[src/rtl/phsync_pkg.sv]
package phsync_pkg;
    typedef enum logic [1:0] {
        PS_SEARCH = 2'd0,
        PS_LOCK   = 2'd1,
        PS_SWEEP  = 2'd2
    } ps_state_e;
endpackage

[src/rtl/phsync_metric.sv]
module phsync_metric #(
    parameter int W  = 6,
    localparam int MW = 4*W+3
) (
    input  logic signed [W-1:0]  sym_i,
    input  logic signed [W-1:0]  sym_q,
    input  logic                 cs_mode,
    output logic signed [MW-1:0] metric
);
    logic signed [2*W-1:0] ie, qe, ii, qq, iq;
    logic signed [2*W:0]   re2, im2;
    logic signed [MW-1:0]  r2x, i2x, re4;

    always_comb begin
        ie  = $signed({{W{sym_i[W-1]}}, sym_i});
        qe  = $signed({{W{sym_q[W-1]}}, sym_q});
        ii  = ie * ie;
        qq  = qe * qe;
        iq  = ie * qe;
        re2 = $signed({ii[2*W-1], ii}) - $signed({qq[2*W-1], qq});
        im2 = $signed({iq, 1'b0});
        r2x = $signed({{(MW-2*W-1){re2[2*W]}}, re2});
        i2x = $signed({{(MW-2*W-1){im2[2*W]}}, im2});
        re4 = r2x * r2x - i2x * i2x;
        metric = cs_mode ? re4 : r2x;
    end
endmodule

[src/rtl/phsync_lpf.sv]
module phsync_lpf #(
    parameter int MW = 27,
    parameter int K  = 2
) (
    input  logic                 clk,
    input  logic                 rst_n,
    input  logic                 vld,
    input  logic signed [MW-1:0] metric,
    output logic signed [MW-1:0] filt
);
    logic signed [MW:0]   diff_w, step_w, sum_w;
    logic signed [MW-1:0] filt_d, filt_q;

    always_comb begin
        diff_w = $signed({metric[MW-1], metric}) - $signed({filt_q[MW-1], filt_q});
        step_w = diff_w >>> K;
        sum_w  = $signed({filt_q[MW-1], filt_q}) + step_w;
        filt_d = vld ? $signed(sum_w[MW-1:0]) : filt_q;
    end

    always_ff @(posedge clk or negedge rst_n) begin
        if (!rst_n) filt_q <= '0;
        else        filt_q <= filt_d;
    end

    assign filt = filt_q;
endmodule

[src/rtl/phsync_sweep.sv]
module phsync_sweep #(
    parameter int SW = 12
) (
    input  logic                 clk,
    input  logic                 rst_n,
    input  logic                 run,
    input  logic signed [SW-1:0] step,
    input  logic signed [SW-1:0] lo,
    input  logic signed [SW-1:0] hi,
    output logic signed [SW-1:0] sweep
);
    logic signed [SW:0]   nxt_w, hi_w;
    logic signed [SW-1:0] saw_d, saw_q;

    always_comb begin
        nxt_w = $signed({saw_q[SW-1], saw_q}) + $signed({step[SW-1], step});
        hi_w  = $signed({hi[SW-1], hi});
        if (!run)             saw_d = lo;
        else if (nxt_w > hi_w) saw_d = lo;
        else                  saw_d = $signed(nxt_w[SW-1:0]);
    end

    always_ff @(posedge clk or negedge rst_n) begin
        if (!rst_n) saw_q <= '0;
        else        saw_q <= saw_d;
    end

    assign sweep = saw_q;
endmodule

[src/rtl/phsync_ctrl.sv]
module phsync_ctrl
    import phsync_pkg::*;
#(
    parameter int W  = 6,
    parameter int K  = 2,
    parameter int CW = 16,
    parameter int SW = 12,
    localparam int MW = 4*W+3
) (
    input  logic                 clk,
    input  logic                 rst_n,
    input  logic                 cs_mode,
    input  logic                 sym_vld,
    input  logic signed [W-1:0]  sym_i,
    input  logic signed [W-1:0]  sym_q,
    input  logic                 frame_sync,
    input  logic                 frame_stb,
    input  logic                 timing_sync,
    input  logic signed [MW-1:0] th1,
    input  logic signed [MW-1:0] th2,
    input  logic [CW-1:0]        qual_syms,
    input  logic [CW-1:0]        tmo_lim,
    input  logic [CW-1:0]        mp_lim,
    input  logic signed [SW-1:0] sweep_step,
    input  logic signed [SW-1:0] sweep_lo,
    input  logic signed [SW-1:0] sweep_hi,
    input  logic signed [SW-1:0] fest_i,
    output logic [1:0]           state_o,
    output logic                 chirp_on,
    output logic                 fest_en,
    output logic                 lf_acq,
    output logic signed [SW-1:0] sweep_o,
    output logic signed [SW:0]   fsum_o,
    output logic                 mp_flag,
    output logic signed [MW-1:0] filt_o
);
    typedef struct packed {
        ps_state_e   st;
        logic [CW-1:0] qcnt;
        logic [CW-1:0] tmr;
        logic [CW-1:0] mpcnt;
        logic        mpflag;
        logic        lfacq;
    } ctl_t;

    ctl_t c_d, c_q;

    logic signed [MW-1:0] met_w, filt_w;
    logic met_vld, above, neg, below2, qev, mev, msrc;
    logic [CW:0] qinc, qtgt;

    assign met_vld = sym_vld & (cs_mode | frame_sync);

    phsync_metric #(.W(W)) u_metric (
        .sym_i   (sym_i),
        .sym_q   (sym_q),
        .cs_mode (cs_mode),
        .metric  (met_w)
    );

    phsync_lpf #(.MW(MW), .K(K)) u_lpf (
        .clk    (clk),
        .rst_n  (rst_n),
        .vld    (met_vld),
        .metric (met_w),
        .filt   (filt_w)
    );

    always_comb begin
        above  = filt_w > th1;
        neg    = filt_w[MW-1];
        below2 = filt_w < th2;
        qev    = cs_mode ? sym_vld : frame_stb;
        msrc   = cs_mode ? timing_sync : frame_sync;
        mev    = msrc & (cs_mode ? sym_vld : frame_stb);
        qinc   = {1'b0, c_q.qcnt} + (CW+1)'(1);
        qtgt   = cs_mode ? {1'b0, qual_syms} : (CW+1)'(2);

        c_d = c_q;

        // lock state machine
        unique case (c_q.st)
            PS_SEARCH: begin
                if (!above)   c_d.qcnt = '0;
                else if (qev) c_d.qcnt = qinc[CW-1:0];
                if (above && qev && (qinc >= qtgt)) begin
                    c_d.st   = PS_LOCK;
                    c_d.qcnt = '0;
                    c_d.tmr  = '0;
                end else if (c_q.tmr == tmo_lim) begin
                    c_d.st   = PS_SWEEP;
                    c_d.qcnt = '0;
                    c_d.tmr  = '0;
                end else begin
                    c_d.tmr  = c_q.tmr + CW'(1);
                end
            end
            PS_SWEEP: begin
                c_d.qcnt = '0;
                c_d.tmr  = '0;
                if (above) c_d.st = PS_LOCK;
            end
            default: begin
                c_d.qcnt = '0;
                c_d.tmr  = '0;
                if (neg) c_d.st = PS_SEARCH;
            end
        endcase

        // loop-filter gain selection
        if (above)       c_d.lfacq = 1'b1;
        else if (below2) c_d.lfacq = 1'b0;

        // multipath suspicion counter
        if (c_q.st == PS_LOCK || !msrc) begin
            c_d.mpcnt  = '0;
            c_d.mpflag = 1'b0;
        end else begin
            if (mev && c_q.mpcnt != mp_lim) c_d.mpcnt = c_q.mpcnt + CW'(1);
            c_d.mpflag = (c_d.mpcnt == mp_lim);
        end
    end

    always_ff @(posedge clk or negedge rst_n) begin
        if (!rst_n) begin
            c_q.st     <= PS_SEARCH;
            c_q.qcnt   <= '0;
            c_q.tmr    <= '0;
            c_q.mpcnt  <= '0;
            c_q.mpflag <= 1'b0;
            c_q.lfacq  <= 1'b1;
        end else begin
            c_q <= c_d;
        end
    end

    phsync_sweep #(.SW(SW)) u_sweep (
        .clk   (clk),
        .rst_n (rst_n),
        .run   (c_q.st == PS_SWEEP),
        .step  (sweep_step),
        .lo    (sweep_lo),
        .hi    (sweep_hi),
        .sweep (sweep_o)
    );

    assign state_o  = c_q.st;
    assign chirp_on = (c_q.st == PS_SWEEP);
    assign fest_en  = (c_q.st != PS_LOCK);
    assign lf_acq   = c_q.lfacq;
    assign mp_flag  = c_q.mpflag;
    assign filt_o   = filt_w;
    assign fsum_o   = $signed({fest_i[SW-1], fest_i}) + $signed({sweep_o[SW-1], sweep_o});
endmodule

[config.mk]
export PLATFORM = sky130hd
export DESIGN_NAME = phsync_ctrl
export DESIGN_NICKNAME = d
export VERILOG_FILES = /design/src/rtl/phsync_pkg.sv /design/src/rtl/phsync_metric.sv /design/src/rtl/phsync_lpf.sv /design/src/rtl/phsync_sweep.sv /design/src/rtl/phsync_ctrl.sv
export SDC_FILE = /design/constraint.sdc
export NUM_CORES = 1
export LEC_CHECK = 0
export BUFFER_PORTS_ARGS = -buffer_cell sky130_fd_sc_hd__buf_2
export CAP_MARGIN = 10
export CORE_UTILIZATION = 57
export DETAILED_ROUTE_END_ITERATION = 8
export PLACE_DENSITY = 0.8
export SYNTH_ARGS = -nofsm -noshare
export SYNTH_HDL_FRONTEND = slang
export SYNTH_SLANG_ARGS = --single-unit
[constraint.sdc]
create_clock -name clk -period 4.05 [get_ports clk]
set_input_delay 0.6075 -clock clk [delete_from_list [all_inputs] [get_ports clk]]
set_output_delay 0.6075 -clock clk [all_outputs]
set_load 0.01 [all_outputs]
# Word level (Yosys, flattened, before mapping)
# Index checks and enable logic that the tools add are counted.
# word_totals
latchBits	0
mem_bits_rw	0
n_memories	0
rom_bits	0
out_inout_bits	58
word_cells	66
regBits	91
# op_classes
shifts	0
n_reduce_logical	9
mul	5
n_mux	19
eq_ne	9
n_lt_le_gt_ge	4
div_mod_pow	0
bitwise_logic	3
add_sub_neg	9
# ops
cell	count
2-to-1 mux 16 bit	6
case mux 34 bit (2 select lines)	1
multiplier 6 x 6 -> 12 bit	3
2-to-1 mux 34 bit	1
adder 16 x 1 -> 16 bit (second input constant)	2
== test 16 bit	2
subtractor 27 x 27 -> 28 bit	1
adder 27 x 26 -> 27 bit	1
greater-than comparator 27 bit	1
< comparator 27 bit	1
2-to-1 mux 27 bit	1
subtractor 27 bit	1
adder 12 x 12 -> 13 bit	2
multiplier 13 x 13 -> 26 bit	1
multiplier 12 x 12 -> 24 bit	1
2-to-1 mux 12 bit	2
2-to-1 mux 18 bit	1
adder 16 x 1 -> 17 bit (second input constant)	1
>= comparator 17 x 16 -> 1 bit	1
2-to-1 mux 17 bit	1
!= test 16 bit	1
greater-than comparator 13 x 12 -> 1 bit	1
subtractor 12 x 12 -> 13 bit	1
!= test 5 bit (second input constant)	1
other kinds (16)	23

# Depth between registers and ports, before layout
# Gate-level depths: netlist of run 1.
# logic_depth
depth_word	7
mapped_depth	66
depth_no_buf	64

# Cells and area by module
# From an unflattened synthesis of run 1, not the netlist that was laid out.
# hier_totals
cells_unflattened	2969
area_unflattened_um2	26098.8
# modules_own_cells
mod	cells_each	n_inst	area_each_um2	seq_area_each_um2
phsync_metric	1666	1	15351.0	0.0
phsync_ctrl	706	1	5720.5	1302.5
phsync_lpf	432	1	3502.1	675.6
phsync_sweep	165	1	1525.2	300.3

# Worst setup path after synthesis of run 1
# No wires, ideal clock.
# synth_path
path_type	input -> register
startpoint	input port sym_q[5]
endpoint	register u_lpf.filt_q[26], in the netlist u_lpf.filt[26]
n_path_buf	3
t_arrival_ns	14.261
path_slack_ns	-10.282
required_time_ns	3.979
path_stages	61
path_cell_list	clkbuf_1 > nand2_1 > inv_1 > fa_1 > inv_1 > fa_1 > fa_1 > fa_1 > inv_1 > fa_1 > inv_1 > fa_1 > ha_1 > a21boi_1 > o21ai_1 > a21oi_1 > o21ai_0 > a211o_1 > (+25 left out) > a21o_1 > a311o_2 > a31o_1 > ha_1 > nand2_1 > o21bai_1 > nand2_1 > xor2_1 > ha_1 > or2_1 > a21oi_1 > inv_1 > a31oi_1 > o31ai_1 > a41oi_1 > nand2b_1 > or4_1 > nand4_1
# synth_between
elab_chain_cells	7
word_cells_on_any_way	9
cone_classes	add/sub: 4; mul: 4; mux: 1
# synth_lines
element	line	rtl
start: declaration	phsync_ctrl.sv:15	input logic signed [W-1:0] sym_q,
multiplier 6 x 6 -> 12 bit	phsync_metric.sv:18	qq = qe * qe;
subtractor 12 x 12 -> 13 bit	phsync_metric.sv:20	re2 = $signed({ii[2*W-1], ii}) - $signed({qq[2*W-1], qq});
multiplier 13 x 13 -> 26 bit	phsync_metric.sv:24	re4 = r2x * r2x - i2x * i2x;
subtractor 27 bit	phsync_metric.sv:24	
2-to-1 mux 27 bit *	phsync_metric.sv:25	metric = cs_mode ? re4 : r2x;
subtractor 27 x 27 -> 28 bit *	phsync_lpf.sv:15	diff_w = $signed({metric[MW-1], metric}) - $signed({filt_q[MW-1], filt_q});
adder 27 x 26 -> 27 bit *	phsync_lpf.sv:17	sum_w = $signed({filt_q[MW-1], filt_q}) + step_w;
end signal: assignment	phsync_lpf.sv:23	else filt_q <= filt_d;
end: declaration	phsync_lpf.sv:12	logic signed [MW-1:0] filt_d, filt_q;
# Mark *: on every way between the ends. The rest lies on a longest branch, timed or not.
# A chain may end at the register's enable or synchronous reset.

# Final worst setup path of run 1
# layout_path
startpoint	input port sym_q[0]
endpoint	register u_lpf.filt_q[23], in the netlist u_lpf.filt[23]
# The elaborated chain is that of the path after synthesis.

==> flow_summary.toml, run 1 <==
[synth]
syn-num-nets = 3898
synth-edff-count = 0
synth_top_area_share = 0.274
yosysSeqAreaShare = 0.0882
yosysWarnings = 0
netlist_area_sq_mm = 0.0258
synth.avg_cell_area_sq_um = 8.61
synthCells = 2998
yosys_most_used_dff = "dfrtp_1"
synth_top_cell_by_area = "fa_1"
ys_types = 94
synthArstFlopShare = 1.00
synth_top_cells_by_area = "fa_1 27%, ha_1 18%, dfrtp_1 8.7%"
ys_seq_elements = 91

[finish]
fin_nets = 4673
final_cell_mix = "552 x inv_1, 545 x buf_4, 342 x fa_1"
syn_to_final_growth_pct = 34.9
layout.cells.non_filler = 4374
multi_input_area_sq_mm = 0.0234
layout_commonest_cell = "inv_1"
regArea_sq_mm = 0.00228
layout-drive-gt1-share = 0.322
fillerInstances = 2663

[route]
avgViaCountPerCell = 5.85
drt_wl_total_mm = 87.6
wire_per_inst_microns = 20.0
drt_first_pass_iters = 6
drc = 0
postRouteAntennaNets = 0
vias = 25584
drt_iter0_markers = 1954

[sta]
timing.fmax_ghz = 0.0705
period_share = 3.50
setup-violations-final = 27
relSlewSlack = 0.281
worst_pin_slew_ps = 1050
hold_viol_final = 0
fin_crit_ps = 14190
fin_skew_ps = 14.0
setup_ws_ps = -10140
rsz0062_at_grt = "yes"
drv_slew = 0

[global_routing]
grt_antenna_before_repair = 5
grt-ovfl-total = 0
grt_usage = 0.338
grt_pass1_wl_mm = 127
grt_pass1_vias = 26356
grt_max_degree = 71

[worst_setup_path]
cpMostUsedCell = "fa_1"
cp.required_ps = 4270
crit_path_end_kind = "register"
worstSetupPathType = "in -> reg"
slowest_delay_ps = 580
cp-start-kind = "input pin"
worstPathArrival_ps = 14400
crit_slowest_cell = "fa_1"
crit_buf_inv = 11
path_max_fanout = 4
cp_top_family = "adder cells"

[clock_tree]
cts.clk_slew.worst_paths_ps = 80
cts_buffer_depth = 2
insertion_delay_ps = 370
htreeDepth = 3
cts_tree = "yes"
cts_buffers = 9
cts_root_buffer = "clkbuf_16"
cts_sinks = 91

[floorplanning]
die-height_microns = 215
start_util = 0.581
dieArea_sq_mm = 0.0462
coreArea_sq_mm = 0.0444
die_w_microns = 215
num_rows = 77
ios = 227

[place]
placed_cells = 4260
port_buffers = 226
gp_congestion = 0.969
dp_hpwl_mm = 61.5

[worst_hold_path]
hold_path_class = "in -> async"

[status]
status = "finished with violations"
violations = "negative setup slack"

[run]
drv_cap = 0
## sequential cells by signal, summed over array words and instances, names as in the netlist
register,count
c_q,48
lf_acq,1
mp_flag,1
state_o,2
u_lpf.filt,27
u_sweep.sweep,12
## Yosys cell counts, drive strengths merged (6+ instances only)
library cell	number
a31oi	24
a21o	69
fa	353
clkbuf	46
nand4	24
nor3b	10
nand2b	38
a211oi	12
buf	15
o31ai	10
or4	9
and3	22
o211ai	6
o21a	24
o21bai	22
o21ai	107
mux2	16
dfrtp	90
a21boi	8
ha	378
nor3	42
xor2	74
a211o	6
nor2	191
nor2b	36
nand2	248
and2	53
or2	8
xnor2	166
and4	7
a21oi	126
mux2i	9
or3	14
inv	589
nand3	68
## cell families after synthesis
family | after synthesis | share of synthesized area
simple gates | 789 | 0.147
xor+xnor | 240 | 0.0820
compound gates | 467 | 0.118
flops | 91 | 0.0882
other cells | 2 | 0.000291
fa+ha+maj | 731 | 0.457
mux | 25 | 0.0105
buf+inv | 653 | 0.0970
## repair_timing
| item | CTS | global route |
|---|---|---|
| buffers inserted | 67 | 36 |
| hold endpoints to repair | 0 | 0 |
| resized for setup | 247 | 196 |
| setup endpoints to repair | 39 | 48 |
| hold buffers | 0 | 0 |
| pin swaps | 148 | 121 |
## final timing paths
| path | start | to | slack (ps) | depth (start not counted) |
|---|---|---|---|---|
| max in group asynchronous | rst_n | c_q[33] | 2790 | 2 |
| min in group clk | sweep_lo[0] | u_sweep.sweep[0] | 470 | 2 |
| hold / removal | rst_n | u_sweep.sweep[5] | 380 | 1 |
| setup reg to reg | u_lpf.filt[2] | u_lpf.filt[26] | -640 | 21 |
| hold reg to reg | c_q[18] | c_q[18] | 580 | 1 |
| setup / recovery | sym_q[0] | u_lpf.filt[23] | -10140 | 60 |
## routing by layer
layer | part of all wire | global-route usage | vias to the layer above
li1 | - | - | 11244
met1 | 0.36 | 0.398 | 12394
met2 | 0.49 | 0.619 | 1425
met3 | 0.079 | 0.0344 | 521
met4 | 0.067 | 0.149 | 0
met5 | 0 | 0 | -
## stage by stage
stage           util  setup slack, ps  setup TNS (ps)  hold slack [ps]  instance area, sq um
2_1_floorplan      -            -9620         -191900              312                 26400
3_3_place_gp   0.714            -9810         -210530              539                 31700
3_5_place_dp   0.714           -10280         -218970              547                 31700
4_1_cts        0.758            -9230         -196540              420                 33600
5_1_grt        0.785           -10460         -223080              465                 34800
6_report       0.785           -10140         -213140              384                 34800
## worst reg2reg max path, delay by kind of cell, from the launching register on
family | cells | cell delay, ps
xor gates and xnor gates | 1 | 120
and+or+nand+nor | 4 | 1000
DFF | 1 | 390
adders and majority gates | 2 | 510
buffers and inverters | 1 | 130
AOI/OAI and AO/OA | 13 | 2490
## cell type report
| type | count | area share |
|---|---|---|
| clock inverters | 7 | 0.00219 |
| multi-input cells | 2254 | 0.671 |
| inverters | 592 | 0.0643 |
| flip-flops and latches | 91 | 0.0654 |
| diodes | 4 | 0.000287 |
| clock buffers | 9 | 0.00646 |
| repair buffers | 825 | 0.169 |
| well taps | 592 | 0.0213 |
Power of run 1 is not shown: default switching activity piles up to over one toggle a cycle in this logic, so the estimate is an artifact.
==> run 2: changes to the inputs <==
CORE_UTILIZATION = 65   (was 57)
PLACE_DENSITY = 0.86   (was 0.8)
clock period = 16.82 ns   (was 4.05 ns; I/O delays follow)
==> run 2 against run 1 <==
- the run now ends clean
- non-clock buffer count down 560
- hold slack better by 180 ps
- global-route usage down 2.0 points
- routed wire length down 28%
- clock skew down 0.55 ps
- die area down 12%
- register-to-register slack better by 12000 ps
==> flow_summary.toml, run 2 (synthesized netlist as in run 1, its figures left out) <==
[worst_setup_path]
crit_buf_inv = 10
slowest_delay_ps = 560
cp_top_family = "adder cells"
cp-start-kind = "input pin"
crit_slowest_cell = "fa_1"
worstPathArrival_ps = 16570
path_max_fanout = 4
crit_path_end_kind = "register"
worstSetupPathType = "in -> reg"
cp.required_ps = 17120
cpMostUsedCell = "fa_1"

[finish]
fin_nets = 4113
regArea_sq_mm = 0.00228
layout_commonest_cell = "inv_1"
final_cell_mix = "582 x inv_1, 376 x ha_1, 352 x fa_1"
top_register = "c_q"
layout-drive-gt1-share = 0.110
fillerInstances = 2914
multi_input_area_sq_mm = 0.0211
syn_to_final_growth_pct = 8.53
largest_reg_flops = 48

[floorplanning]
ios = 227
num_rows = 72
coreArea_sq_mm = 0.0389
die_w_microns = 201
start_util = 0.664
dieArea_sq_mm = 0.0405
die-height_microns = 201

[global_routing]
grt_max_degree = 82
grt-ovfl-total = 0
grt_pass1_vias = 22898
grt_antenna_before_repair = 3
grt_usage = 0.318
grt_pass1_wl_mm = 106

[route]
topRoutingLayerUsed = "met5"
wl_met2_mm = 32.1
drc = 0
drt_wl_total_mm = 62.8
avgViaCountPerCell = 5.75
drt_first_pass_iters = 7
postRouteAntennaNets = 0
wl_met3_mm = 3.29
wire_per_inst_microns = 16.8
drt_iter0_markers = 1462
wl_met1_mm = 25.3
vias = 21472

[sta]
fin_crit_ps = 16270
drv_slew = 0
setup_ws_ps = 553
relSlewSlack = 0.286
hold_viol_final = 0
fin_skew_ps = 13.4
timing.fmax_ghz = 0.0615
worst_pin_slew_ps = 1070
period_share = 0.967
setup-violations-final = 0

[clock_tree]
cts.clk_slew.worst_paths_ps = 70
cts_tree = "yes"
cts_sinks = 91
cts_buffers = 9
cts_buffer_depth = 2
cts_root_buffer = "clkbuf_16"
insertion_delay_ps = 360
htreeDepth = 3
cts_hold_buffers = 0

[place]
dp_hpwl_mm = 53.4
port_buffers = 226
gp_congestion = 0.955
pre_cts_slack_ps = 57.3

[status]
status = "finished, final reports clean"

[worst_hold_path]
hold_path_class = "reg -> reg"

[run]
drv_cap = 0
run 2: changes by cell type in the layout (fill, tap and decap cells not counted), sizes merged:
cell	delta
buf	-561
inv	-4
clkbuf	+3
diode	-3
bufinv	+1
clkinvlp	+1
run 2: path summary, 6_finish.rpt:
path                               start        endpoint  slack, ps  cells after the start
min in group asynchronous          rst_n         mp_flag       1990                      1
setup reg to reg           u_lpf.filt[2]  u_lpf.filt[26]      11770                     21
hold / removal                   c_q[44]         c_q[44]        560                      2
max in group asynchronous          rst_n  u_lpf.filt[15]      13550                      2
setup / recovery                sym_q[0]  u_lpf.filt[26]        550                     59
hold reg to reg                  c_q[44]         c_q[44]        560                      2
run 2: per-stage QoR:
| stage | utilization | hold WS [ps] | cell area [sq um] | setup TNS [ps] | cells |
|---|---|---|---|---|---|
| finish | 0.720 | 561 | 28000 | 0 | 3737 |
| global route | 0.720 | 598 | 28000 | -64.9 | 3737 |
| CTS | 0.716 | 559 | 27900 | 0 | 3729 |
| detailed placement | 0.709 | 550 | 27600 | 0 | 3713 |
| global placement | 0.709 | 537 | 27600 | 0 | 3713 |
| floorplan | - | 491 | 25800 | 0 | 2998 |
run 2: layout make-up:
cell class | instances | share of cell area
antenna | 1 | 0.0000893
multi-input combinational | 2254 | 0.754
timing repair buffer | 265 | 0.0511
clock inverter | 5 | 0.00214
sequential | 91 | 0.0813
inverter | 592 | 0.0794
tap | 518 | 0.0231
clock buffer | 11 | 0.00866
run 2: tightest hold or removal path: cells and delay by family, from the launching register on:
family           cells  cell delay (ps)
AO/OA/AOI/OAI        1               60
flip-flops           1              400
AND/OR/NAND/NOR      1               60
run 2: per-layer routing:
layer	up-vias	GRT usage
li1	10123	-
met1	10542	0.394
met2	633	0.568
met3	170	0.0373
met4	4	0.116
met5	-	0
run 2: repair_timing:
action | in CTS | in global routing
endpoints found under the setup margin | 0 | 5
hold endpoints to repair | 0 | 0
resized for setup | 0 | 27
buffers inserted | 0 | 7
Power of run 2 is left out for the same reason.
==> run 3: changes to the inputs <==
--- a/config.mk
+++ b/config.mk
@@ -10,2 +10,4 @@
 export CORE_UTILIZATION = 65
+export CTS_CLUSTER_DIAMETER = 80
+export CTS_CLUSTER_SIZE = 30
 export DETAILED_ROUTE_END_ITERATION = 8
==> constraint.sdc (replaced) <==
create_clock -name clk -period 16.82 [get_ports clk]
set_input_delay 3.364 -clock clk [delete_from_list [all_inputs] [get_ports clk]]
set_output_delay 3.364 -clock clk [all_outputs]
set_load 0.01 [all_outputs]
==> run 3 against run 2 <==
- routed wire length up 4.8%
- critical path type unchanged
- clock skew about the same
- final area up 4.7%
- fmax down 1.7%
- hold slack better by 9.0 ps
- die area unchanged
- non-clock buffer count up 120
- sequential cell count unchanged
- global-route usage up 0.22 points
- register-to-register slack better by 40 ps
- critical endpoint unchanged
==> flow_summary.toml, run 3 (synthesized netlist as in run 1, its figures left out) <==
[status]
status = "finished, final reports clean"

[clock_tree]
cts_buffers = 9
cts_sinks = 91
cts_hold_buffers = 0
cts_tree = "yes"
cts.clk_slew.worst_paths_ps = 70
cts_buffer_depth = 2
htreeDepth = 3
insertion_delay_ps = 360
cts_root_buffer = "clkbuf_16"

[sta]
fin_crit_ps = 16550
rsz0062_at_grt = "yes"
relSlewSlack = 0.350
period_share = 0.984
hold_viol_final = 0
finalSetupTns_ps = 0
worst_pin_slew_ps = 975
timing.fmax_ghz = 0.0604
drv_slew = 0
setup-violations-final = 0
fin_hold_ws_ps = 570
fin_skew_ps = 13.4

[finish]
largest_reg_flops = 48
fillerInstances = 2706
layout.cells.non_filler = 3857
multi_input_area_sq_mm = 0.0216
fin_util = 0.754
regArea_sq_mm = 0.00228
fin_nets = 4233
layout_commonest_cell = "inv_1"
final_cell_mix = "577 x inv_1, 361 x ha_1, 347 x fa_1"
layout-drive-gt1-share = 0.165
top_register = "c_q"
syn_to_final_growth_pct = 13.6

[floorplanning]
start_util = 0.664
die-height_microns = 201
coreArea_sq_mm = 0.0389
num_rows = 72
ios = 227
die_w_microns = 201
dieArea_sq_mm = 0.0405

[worst_setup_path]
slowest_delay_ps = 540
worstPathArrival_ps = 16840
crit_path_end_kind = "register"
worstSetupPathType = "in -> reg"
cp.required_ps = 17110
cpMostUsedCell = "fa_1"
path_max_fanout = 4
crit_slowest_cell = "fa_1"
cp-start-kind = "input pin"

[route]
postRouteAntennaNets = 0
drt_wl_total_mm = 65.8
vias = 22146
drt_first_pass_iters = 5
drc = 0
avgViaCountPerCell = 5.74
wire_per_inst_microns = 17.1
drt_iter0_markers = 1423

[place]
gp_congestion = 0.965
port_buffers = 226
dp_hpwl_mm = 54.3
placed_cells = 3821

[global_routing]
grt_antenna_before_repair = 1
grt_pass1_wl_mm = 107
grt_max_degree = 75
grt_usage = 0.320
grt-ovfl-total = 0
grt_pass1_vias = 23207

[run]
drv_cap = 0

[worst_hold_path]
hold_path_class = "reg -> reg"
-- run 3: worst paths after layout --
kind                                     from        endpoint  slack (ps)  cells after the start
worst max-delay path                 sym_q[0]  u_lpf.filt[26]         270                     60
worst min-delay path                  c_q[44]         c_q[44]         570                      2
worst max register to register  u_lpf.filt[2]  u_lpf.filt[26]       11810                     21
worst min register to register        c_q[44]         c_q[44]         570                      2
max in group asynchronous               rst_n  u_lpf.filt[13]       12730                      2
min in group asynchronous               rst_n         c_q[13]        2860                      1
-- run 3: area by class of cell --
class / count / area share
diodes: 2 / 0.000171
inverters: 592 / 0.0757
well taps: 518 / 0.0221
repair buffers: 385 / 0.0796
multi-input cells: 2254 / 0.735
clock inverters: 4 / 0.00115
clock buffers: 11 / 0.00827
flip-flops and latches: 91 / 0.0777
-- run 3: what timing repair did --
action / CTS / global route
gates resized for setup: 0 / 113
setup endpoints to repair: 0 / 9
hold endpoints to repair: 0 / 0
setup buffers: 0 / 19
-- run 3: routing by layer --
layer  vias up  routed length (microns)  global-route usage
li1      10357                        -                   -
met1     10893                    26100               0.394
met2       708                    33800               0.582
met3       188                     3730              0.0377
met4         0                     2190               0.103
met5         -                        0                   0
-- run 3: worst max-delay path, delay by kind of cell --
kind | cells | cell delay, ps
AO/OA/AOI/OAI | 17 | 3240
XOR/XNOR | 4 | 710
adder cells (fa/ha/maj) | 17 | 7100
buffers and inverters | 11 | 750
AND/OR/NAND/NOR | 11 | 1650
-- run 3: metrics by stage --
| stage | setup WS (ps) | area [sq um] |
|---|---|---|
| 2_1_floorplan | 12.7 | 25900 |
| 3_3_place_gp | -33.5 | 28400 |
| 3_5_place_dp | -270 | 28400 |
| 4_1_cts | 71.9 | 28700 |
| 5_1_grt | -248 | 29300 |
| 6_report | 272 | 29300 |
Power of run 3 is left out for the same reason.
